### src/rtl/sup_pkg.sv
package sup_pkg;
    localparam int unsigned SYNC_DEPTH = 2;

    typedef struct packed {
        logic uv;
        logic mr_n;
    } sup_in_t;

    localparam sup_in_t SUP_IN_IDLE = '{uv: 1'b0, mr_n: 1'b1};
endpackage

### src/rtl/sup_sync.sv
module sup_sync #(
    parameter int unsigned       STAGES  = sup_pkg::SYNC_DEPTH,
    parameter sup_pkg::sup_in_t  RST_VAL = sup_pkg::SUP_IN_IDLE
) (
    input  logic             clk,
    input  logic             por_n,
    input  sup_pkg::sup_in_t din,
    output sup_pkg::sup_in_t dout
);
    sup_pkg::sup_in_t stage_d [STAGES];
    sup_pkg::sup_in_t stage_q [STAGES];

    always_comb begin
        stage_d[0] = din;
        for (int i = 1; i < STAGES; i++) begin
            stage_d[i] = stage_q[i-1];
        end
    end

    always_ff @(posedge clk or negedge por_n) begin
        if (!por_n) begin
            for (int i = 0; i < STAGES; i++) begin
                stage_q[i] <= RST_VAL;
            end
        end else begin
            for (int i = 0; i < STAGES; i++) begin
                stage_q[i] <= stage_d[i];
            end
        end
    end

    assign dout = stage_q[STAGES-1];
endmodule

### src/rtl/sup_debounce.sv
module sup_debounce #(
    parameter int unsigned DEBOUNCE_CYC = 4
) (
    input  logic clk,
    input  logic por_n,
    input  logic level_in,
    output logic level_out
);
    localparam int unsigned DW = (DEBOUNCE_CYC < 2) ? 1 : $clog2(DEBOUNCE_CYC);

    typedef struct packed {
        logic          level;
        logic [DW-1:0] cnt;
    } db_t;

    db_t db_d, db_q;

    always_comb begin
        db_d = db_q;
        if (level_in == db_q.level) begin
            db_d.cnt = '0;
        end else if (db_q.cnt == DW'(DEBOUNCE_CYC - 1)) begin
            db_d.level = level_in;
            db_d.cnt   = '0;
        end else begin
            db_d.cnt = db_q.cnt + 1'b1;
        end
    end

    always_ff @(posedge clk or negedge por_n) begin
        if (!por_n) begin
            db_q <= '{level: 1'b1, cnt: '0};
        end else begin
            db_q <= db_d;
        end
    end

    assign level_out = db_q.level;
endmodule

### src/rtl/sup_stretch.sv
module sup_stretch #(
    parameter int unsigned STRETCH_CYC = 20
) (
    input  logic clk,
    input  logic por_n,
    input  logic cause,
    output logic active
);
    localparam int unsigned CW = (STRETCH_CYC < 2) ? 1 : $clog2(STRETCH_CYC);

    typedef struct packed {
        logic          active;
        logic [CW-1:0] cnt;
    } st_t;

    st_t st_d, st_q;

    always_comb begin
        st_d = st_q;
        if (cause) begin
            st_d.active = 1'b1;
            st_d.cnt    = '0;
        end else if (st_q.active) begin
            if (st_q.cnt == CW'(STRETCH_CYC - 1)) begin
                st_d.active = 1'b0;
                st_d.cnt    = '0;
            end else begin
                st_d.cnt = st_q.cnt + 1'b1;
            end
        end
    end

    always_ff @(posedge clk or negedge por_n) begin
        if (!por_n) begin
            st_q <= '{active: 1'b1, cnt: '0};
        end else begin
            st_q <= st_d;
        end
    end

    assign active = st_q.active;
endmodule

### src/rtl/reset_supervisor.sv
module reset_supervisor #(
    parameter int unsigned STRETCH_CYC  = 200,
    parameter int unsigned DEBOUNCE_CYC = 16
) (
    input  logic clk,
    input  logic por_n,
    input  logic mr_btn_n,
    input  logic undervolt,
    output logic rst_n,
    output logic rst
);
    sup_pkg::sup_in_t raw_in;
    sup_pkg::sup_in_t sync_in;
    logic             uv_sync;
    logic             mr_stable;
    logic             cause;
    logic             hold_active;

    assign raw_in = '{uv: undervolt, mr_n: mr_btn_n};

    sup_sync #(
        .STAGES  (sup_pkg::SYNC_DEPTH),
        .RST_VAL (sup_pkg::SUP_IN_IDLE)
    ) u_sync (
        .clk   (clk),
        .por_n (por_n),
        .din   (raw_in),
        .dout  (sync_in)
    );

    assign uv_sync = sync_in.uv;

    sup_debounce #(
        .DEBOUNCE_CYC (DEBOUNCE_CYC)
    ) u_debounce (
        .clk       (clk),
        .por_n     (por_n),
        .level_in  (sync_in.mr_n),
        .level_out (mr_stable)
    );

    assign cause = uv_sync | ~mr_stable;

    sup_stretch #(
        .STRETCH_CYC (STRETCH_CYC)
    ) u_stretch (
        .clk    (clk),
        .por_n  (por_n),
        .cause  (cause),
        .active (hold_active)
    );

    assign rst   = hold_active;
    assign rst_n = ~hold_active;
endmodule

### config.mk
export PLATFORM = sky130hd
export DESIGN_NAME = reset_supervisor
export DESIGN_NICKNAME = d
export VERILOG_FILES = /design/src/rtl/sup_pkg.sv /design/src/rtl/sup_sync.sv /design/src/rtl/sup_debounce.sv /design/src/rtl/sup_stretch.sv /design/src/rtl/reset_supervisor.sv
export SDC_FILE = /design/constraint.sdc
export NUM_CORES = 1
export LEC_CHECK = 0
export BUFFER_PORTS_ARGS = -buffer_cell sky130_fd_sc_hd__buf_2
export CORE_UTILIZATION = 48
export DETAILED_ROUTE_END_ITERATION = 8
export GPL_TIMING_DRIVEN = 1
export MAX_ROUTING_LAYER = met4
export PLACE_DENSITY = 0.68
export SLEW_MARGIN = 10
export SYNTH_ARGS = -nofsm -noshare
export SYNTH_HDL_FRONTEND = slang
export SYNTH_HIERARCHICAL = 1
export SYNTH_SLANG_ARGS = --single-unit
### constraint.sdc
create_clock -name clk -period 1.8 [get_ports clk]
set_clock_uncertainty 0.2 [all_clocks]
set_input_delay 0.45 -clock clk [delete_from_list [all_inputs] [get_ports clk]]
set_output_delay 0.45 -clock clk [all_outputs]
set_load 0.05 [all_outputs]
======== Word-level counts from Yosys, hierarchy flattened ========
Cells that the tools add are included.
word-level totals
  flip-flop bits (word level) ............. 18
  input bits .............................. 4
  output and inout bits ................... 2
  word-level logic and storage cells ...... 25
cells by class
  add/sub/neg operators ................... 2
  eq/ne operators ......................... 3
  mux-type cells .......................... 6
  bitwise gates (word level) .............. 4
  reductions and logical operators ........ 2
operators by type and width
  cell                   number
  $mux W9                2
  $add A8 B1 Y8 const B  1
  $eq A8 B8 Y1 const B   1
  $mux W4                2
  $mux W8                1
  $add A4 B1 Y4 const B  1
  $eq A4 B4 Y1 const B   1
  $not A1 Y1             3
  $reduce_and A2 Y1      1
  $reduce_bool A2 Y1     1
  $eq A1 B1 Y1           1
  $mux W1                1
  $or A1 B1 Y1           1

======== Logic depth before layout (Yosys ltp) ========
Gate-level depths: netlist of run 1.
  word-level depth ........................ 4
  gate-level depth with buffers ........... 6
  gate-level depth less buffers ........... 5

======== Cells and area by module ========
Netlist of run 1, hierarchy kept.
by module, submodules not included
  module            instances  cells an instance  area each (um2)  seq. area each (um2)
  sup_stretch       1          44                 478.0            226.5
  sup_debounce      1          18                 231.5            126.4
  sup_sync          1          4                  102.6            102.6
  reset_supervisor  1          2                  10.0             0.0

======== Worst setup path before layout of run 1 ========
No wires, ideal clock.
  path kind ............................... register -> register
  start point ............................. reg u_stretch.st_q (netlist bit u_stretch/active)
  end point ............................... reg u_stretch/st_q[5] in the netlist's numbering
  library setup time ...................... 0.082 ns
  data arrival time ....................... 1.489 ns
  data required time ...................... 1.518 ns
  path slack .............................. 0.029 ns
  cell stages (with the launch flop) ...... 6
  path buffers ............................ 1
  clock period less this slack ............ 1.771 ns
  cell sequence ........................... dfstp_2 -> inv_1 -> a311oi_2 -> buf_6 -> a41oi_1 -> a31oi_1
between the ends
  longest elaborated chain between the ends .. 1
ends and longest elaborated chain
  what                                 RTL line           RTL
  start, declared                      sup_stretch.sv:16  st_t st_d, st_q;
  start signal, assigned               sup_stretch.sv:35  st_q <= '{active: 1'b1, cnt: '0};
  start signal, assigned               sup_stretch.sv:37  st_q <= st_d;
  $reduce_bool A2 Y1 (no source line)  -
Every way passes these cells.
A chain may end at the register's enable or synchronous reset.

======== Final worst setup path of run 1 ========
  start point ............................. reg u_stretch/st_q[0] in the netlist's numbering
  end point ............................... reg u_stretch/st_q[4] in the netlist's numbering
between the ends
  longest elaborated chain between the ends .. 4
  elaborated cells on any way between the ends .. 5
  classes of those cells .................. add/sub (1); eq/ne (1); mux (3)
ends and longest elaborated chain
  what                                           RTL line                              RTL
  $add A8 B1 Y8 or $eq A8 B8 Y1 (tied branches)  sup_stretch.sv:28, sup_stretch.sv:24
  $mux W8 (*)                                    sup_stretch.sv:24                     if (st_q.cnt == CW'(STRETCH_CYC - 1)) begin
  $mux W9 (*)                                    sup_stretch.sv:23                     end else if (st_q.active) begin
  $mux W9 (*)                                    sup_stretch.sv:20                     if (cause) begin
Mark *: on every way between the ends. The rest lies on a longest branch, timed or not. The select of a mux whose other input is x is not followed.

==> flow_summary_export.csv, run 1 <==
group,metric,value,unit
critical_path,worstSetupStartpointType,"register",
layout,nFillCells,114,
run_status,status,"finished clean",
critical_path,crit_chain,"ha_2 -> and2_4 -> a311oi_2 -> buf_4 -> or2b_1 -> a31oi_1",
synthesis,synthCells,68,
timing,period_share,98.3,%
clocking,numCtsBuffers,3,
timing,final_period_minus_worst_setup_slack,1.77,ns
layout,insertedDiodeCount,0,
synthesis,syn_avg_cell_area,12.1,um^2
layout,drive_gt1_share,40.4,%
power,vdd_ir_drop_max,0.621,mV
hold_path,holdCritPathClass,"input port to register",
floorplan,die-area,1880,um^2
global_route,track_usage,19.6,%
timing,setup_slack,0.0312,ns
placement,dpl.hpwl,1030,um
synthesis,syn_nets,74,
clocking,clk_latency,0.29,ns
global_route,grt_pass1_wl,2480,um
global_route,grt_pass1_vias,564,
layout,layout_commonest_cell,"dfrtp_1",
floorplan,num_rows,14,
routing,drtPass1Iterations,4,
timing,max_slew_margin,74.3,%
critical_path,crit_buf_inv,1,
critical_path,cp_slowest_cell,"dfrtp_1",
timing,grt_setup_unrepaired,"true",
global_route,grt_max_degree,19,
critical_path,cp-end-kind,"register",
power,power_density,683,nW/um^2
synthesis,yosys.cell_types.count,33,
routing,wirelength,1410,um
clocking,h-tree-depth,1,
floorplan,die_x,43.4,um
synthesis,synth.top_cells.by_area,"dfrtp_1, dfstp_2, ha_1, a21oi_1, a31oi_1",
job,drv_cap,0,
layout,layout_common_cells,"dfrtp_1, buf_4",
clocking,path_clk_slew,0.10,ns
power,p_leak,0.485,nW
placement,port_buffers,5,
clocking,cts.sinks,18,
routing,viasPerCell,5.53,
critical_path,cpPeakStageDelay,0.40,ns
timing,finalHoldViolations,0,
floorplan,initial_utilization,52.7,%
clocking,cts_tree,"built",
floorplan,die_h,43.4,um
routing,vias,581,
layout,layout.nets,96,
global_route,antenna_found_initial,0,
timing,max_clock_freq,565,MHz
global_route,globalRoute.totalOverflow,0,
routing,ant_nets,0,
layout,fin_util,65.0,%
placement,globalplace.congestion,0.774,
timing,slew_viol_final,0,
critical_path,worstPathRequired,1.81,ns
synthesis,synth_top_area_cell,"dfrtp_1",
critical_path,crit_path_max_fanout,6,
synthesis,yosysSeqAreaShare,55.4,%
routing,drt-initial-drc-count,17,
routing,drc_errors,0,
critical_path,arrival,1.78,ns
synthesis,synth_top_area_share,42.6,%
placement,pre_cts_ws,-0.0566,ns
timing,worst_pin_slew,0.385,ns
synthesis,yosys_warnings,6,
synthesis,ys_ff_latch,18,
clocking,ctsRootBufferMaster,"clkbuf_4",
routing,wl_per_cell,13.4,um
power,finalPower,0.692,mW
timing,setup_viol,0,
critical_path,crit_type,"register to register",
layout,syn_to_final_growth,23.3,%
floorplan,io_pins,6,
floorplan,core_area,1560,um^2
clocking,clk_path_buf_depth,2,
synthesis,synth.cell_area,822,um^2
critical_path,cp_top_family,"flip-flops",
[worst paths after layout]
check | depth (start not counted) | slack, ns | from | to
min in group asynchronous | 2 | 0.40 | por_n | u_debounce/db_q[2]
max in group asynchronous | 2 | 0.69 | por_n | u_sync/stage_d[0]
worst max-delay path | 6 | 0.03 | u_stretch/st_q[0] | u_stretch/st_q[4]
worst min register to register | 0 | 0.16 | u_sync/stage_d[1] | u_sync/dout[1]
worst max register to register | 6 | 0.03 | u_stretch/st_q[0] | u_stretch/st_q[4]
worst min-delay path | 1 | 0.05 | mr_btn_n | u_sync/stage_d[0]
[report_power, final]
| part | internal (mW) | switching [mW] |
|---|---|---|
| clock | 0.123 | 0.119 |
| sequential | 0.416 | 0.00761 |
| combinational | 0.0116 | 0.0144 |
[layer usage]
metal | global-route usage [%] | wire, um | up-vias
met1 | 26.3 | 669 | 283
met5 | - | 0 | -
met3 | 3.75 | 28 | 2
li1 | - | - | 289
met4 | 11.3 | 21 | 0
met2 | 27.9 | 685 | 7
[synth_stat cells]
| cell type | number |
|---|---|
| or2b_1 | 2 |
| nand2_1 | 3 |
| buf_6 | 1 |
| nand2b_1 | 1 |
| a41oi_1 | 1 |
| mux2_4 | 1 |
| mux2_2 | 1 |
| a22o_1 | 1 |
| a311oi_2 | 1 |
| o21ai_0 | 1 |
| a21o_1 | 2 |
| nor4b_2 | 1 |
| nor3_1 | 1 |
| a21oi_1 | 4 |
| nand3_2 | 1 |
| dfrtp_1 | 14 |
| a31oi_1 | 3 |
| xnor2_1 | 2 |
| o211a_1 | 1 |
| or2_2 | 1 |
| nand3_1 | 3 |
| a221o_1 | 1 |
| xor2_1 | 1 |
| a22o_2 | 1 |
| dfstp_2 | 4 |
| ha_1 | 2 |
| and2_1 | 1 |
| nand4b_1 | 1 |
| inv_1 | 3 |
| and3_1 | 2 |
| nor3b_2 | 1 |
| nor2_1 | 4 |
| nor2b_1 | 1 |
[logic make-up after synthesis]
group / count (synthesis) / share of synthesized area, %
simple gates: 23 / 17.7
flops: 18 / 55.4
compound gates: 16 / 14.8
buf+inv: 4 / 2.74
xor+xnor: 3 / 3.20
mux: 2 / 3.20
fa+ha+maj: 2 / 3.04
[stage by stage]
| stage | std cells | TNS, ns | cell area, um^2 | hold slack [ns] |
|---|---|---|---|---|
| 2_1_floorplan | 68 | 0 | 822 | -0.0456 |
| 3_3_place_gp | 97 | -0.0856 | 923 | 0.132 |
| 3_5_place_dp | 97 | -0.202 | 923 | 0.146 |
| 4_1_cts | 103 | 0 | 997 | 0.0341 |
| 5_1_grt | 105 | -0.164 | 1010 | 0.0287 |
| 6_report | 105 | 0 | 1010 | 0.0507 |
[worst reg2reg max path, cell delays in order, from the launching register on]
cell and delay (ns):
dfrtp_1 0.40, ha_2 0.19, and2_4 0.16, a311oi_2 0.22
buf_4 0.18, or2b_1 0.22, a31oi_1 0.13
[area by class of cell]
type / count / area (um^2) / share of cell area, %
well taps: 16 / 20.0 / 1.98
inverters: 3 / 11.3 / 1.11
repair buffers: 18 / 131 / 13.0
multi-input cells: 46 / 358 / 35.3
flip-flops and latches: 18 / 457 / 45.1
clock buffers: 4 / 36.3 / 3.58
[sequential cells by signal (all words and copies together), names as in the netlist]
signal,count
u_debounce/db_q,4
u_debounce/level_out,1
u_stretch/active,1
u_stretch/st_q,8
u_sync/dout,2
u_sync/stage_d,2
[what timing repair did]
action	in CTS	in global routing
resized for setup	7	1
endpoints found under the hold margin	14	0
cloned	1	0
hold buffers	1	0
pin swaps	4	0
setup endpoints to repair	7	7
buffers inserted	1	2
Power figures use the tool's default switching activity.
==> inputs of run 2 (changes only) <==
--- a/config.mk
+++ b/config.mk
@@ -10,7 +10,7 @@
 export DETAILED_ROUTE_END_ITERATION = 8
 export GPL_TIMING_DRIVEN = 1
 export MAX_ROUTING_LAYER = met4
-export PLACE_DENSITY = 0.68
+export PLACE_DENSITY = 0.71
 export SLEW_MARGIN = 10
 export SYNTH_ARGS = -nofsm -noshare
 export SYNTH_HDL_FRONTEND = slang
==> run 2 against run 1 <==
Against the previous run: the flow now finishes with violations (setup timing); combinational power about the same; routed wire length increased by 6.8%; sequential share of layout area decreased by 0.56 points; fmax decreased by 3.8%; sequential power about the same; first-iteration DRC count increased by 76%; critical path depth unchanged; cell area increased by 0.99%; clock power about the same; die area unchanged; worst setup slack got worse by 0.070 ns; core utilization increased by 0.64 points.
==> flow_summary_export.csv, run 2 (same netlist as run 1, synthesis figures left out) <==
group,metric,value,unit
timing,slew_viol_final,0,
critical_path,crit_buf_inv,1,
clocking,clk_latency,0.29,ns
critical_path,cp-end-kind,"register",
clocking,clk_path_buf_depth,2,
routing,viasPerCell,5.72,
global_route,grt_pass1_vias,567,
floorplan,core_area,1560,um^2
critical_path,arrival,1.85,ns
timing,setup_slack,-0.0388,ns
floorplan,num_rows,14,
routing,wl_per_cell,14.2,um
clocking,path_clk_slew,0.10,ns
global_route,globalRoute.totalOverflow,0,
routing,drtPass1Iterations,6,
placement,place_inst,98,
layout,largest_register_ffs,8,
critical_path,critPathLaunch,"u_stretch/st_q[0]",
layout,fin_cells,106,
clocking,cts_tree,"built",
power,p_leak,0.493,nW
routing,drc_errors,0,
hold_path,holdPathEnd,"u_sync/stage_d[0]",
hold_path,min_from,"mr_btn_n",
layout,insertedDiodeCount,0,
layout,drive_gt1_share,40.0,%
timing,grt_setup_unrepaired,"true",
global_route,antenna_found_initial,0,
critical_path,rr_worst_depth,6,
routing,ant_nets,0,
critical_path,crit_path_max_fanout,5,
critical_path,cpPeakStageDelay,0.40,ns
timing,finalHoldViolations,0,
routing,drt-initial-drc-count,30,
critical_path,crit_type,"register to register",
routing,wirelength,1500,um
layout,nFillCells,119,
placement,pre_cts_ws,-0.0451,ns
run_status,violations,"setup timing",
global_route,grt_pass1_wl,2390,um
critical_path,worstSetupStartpointType,"register",
layout,layout_common_cells,"dfrtp_1, buf_4",
power,power_density,674,nW/um^2
timing,period_share,102,%
floorplan,die-area,1880,um^2
critical_path,crit_chain,"ha_2 -> and2_4 -> a311oi_2 -> buf_4 -> or2b_1 -> a31oi_1",
power,vdd_ir_drop_max,0.558,mV
clocking,ctsRootBufferMaster,"clkbuf_4",
clocking,h-tree-depth,1,
timing,max_clock_freq,544,MHz
placement,dpl.hpwl,1020,um
run_status,status,"finished with violations",
timing,timing.hold.ws,0.0527,ns
global_route,grt_max_degree,19,
layout,top_regs,"u_stretch/st_q: 8 flops, u_debounce/db_q: 4 flops",
layout,layout.nets,97,
timing,worst_pin_slew,0.383,ns
layout,layout_commonest_cell,"dfrtp_1",
floorplan,die_h,43.4,um
clocking,cts.sinks,18,
global_route,track_usage,18.5,%
clocking,numCtsBuffers,3,
layout,top_register,"u_stretch/st_q",
critical_path,worstPathRequired,1.81,ns
hold_path,holdCritPathClass,"input port to register",
critical_path,timing.rr.start,"u_stretch/st_q[0]",
job,drv_cap,0,
critical_path,reg2reg_to,"u_stretch/st_q[4]",
floorplan,die_x,43.4,um
timing,final_period_minus_worst_setup_slack,1.84,ns
layout,syn_to_final_growth,24.5,%
critical_path,cp_slowest_cell,"dfrtp_1",
placement,globalplace.congestion,0.802,
timing,setup_viol,3,
critical_path,cp_top_family,"flip-flops",
hold_path,whs_path_depth,1,
routing,vias,606,
floorplan,initial_utilization,52.7,%
placement,port_buffers,5,
floorplan,io_pins,6,
timing,max_slew_margin,74.5,%
critical_path,rrSetupSlack,-0.04,ns
run 2: cell count changes in the layout (fill, tap and decap cells not counted):
cell,before,now
buf_6,1,2
dfrtp_1,13,14
dfrtp_2,1,0
run 2: worst max path at each step:
stage	to	slack [ns]	cells past startpoint
detailed placement	u_stretch/st_q[4]	-0.05	6
finish	u_stretch/st_q[4]	-0.04	6
CTS	u_stretch/st_q[4]	0.004	6
global route	u_stretch/st_q[3]	-0.11	6
global placement	u_stretch/st_q[0]	-0.003	5
floorplan	u_stretch/st_q[5]	0.03	5
run 2: timing repair:
action	4_1_cts	5_1_grt
gates resized for setup	6	2
endpoints found under the hold margin	14	0
hold buffers	1	0
setup buffers	1	2
pin swaps	4	1
cloned	1	0
endpoints found under the setup margin	8	7
run 2: worst reg2reg max path, stage by stage (launching register included):
cell	delay, ns
dfrtp_1	0.40
ha_2	0.20
and2_4	0.16
a311oi_2	0.24
buf_4	0.18
or2b_1	0.23
a31oi_1	0.15
run 2: layout make-up:
class	instances	area (um^2)	area share, %
Clock buffer	4	36.3	3.55
Tap cell	16	20.0	1.96
Timing Repair Buffer	19	143	13.9
Multi-Input combinational cell	46	358	35.0
Sequential cell	18	455	44.5
Inverter	3	11.3	1.10
run 2: per-layer routing:
metal  part of all wire [%]  track usage, %
met5                      0               -
met4                   0.67            9.38
met3                    4.0            3.75
met2                     51            27.9
met1                     44            23.9
run 2: through the flow:
step | util [%] | TNS (ns) | power [mW] | cell area [um^2]
after CTS | 64.3 | 0 | 0.698 | 1000
after floorplan | - | 0 | 0.442 | 822
after global placement | 59.7 | -0.00278 | 0.455 | 931
after detailed placement | 59.7 | -0.150 | 0.456 | 931
final | 65.7 | -0.0654 | 0.690 | 1020
after global routing | 65.7 | -0.315 | 0.724 | 1020
run 2: power breakdown:
group          switching (mW)  internal [mW]  total, mW
Combinational          0.0141         0.0117     0.0258
Sequential            0.00736          0.416      0.424
Clock                   0.118          0.123      0.241
Total                   0.139          0.551      0.690
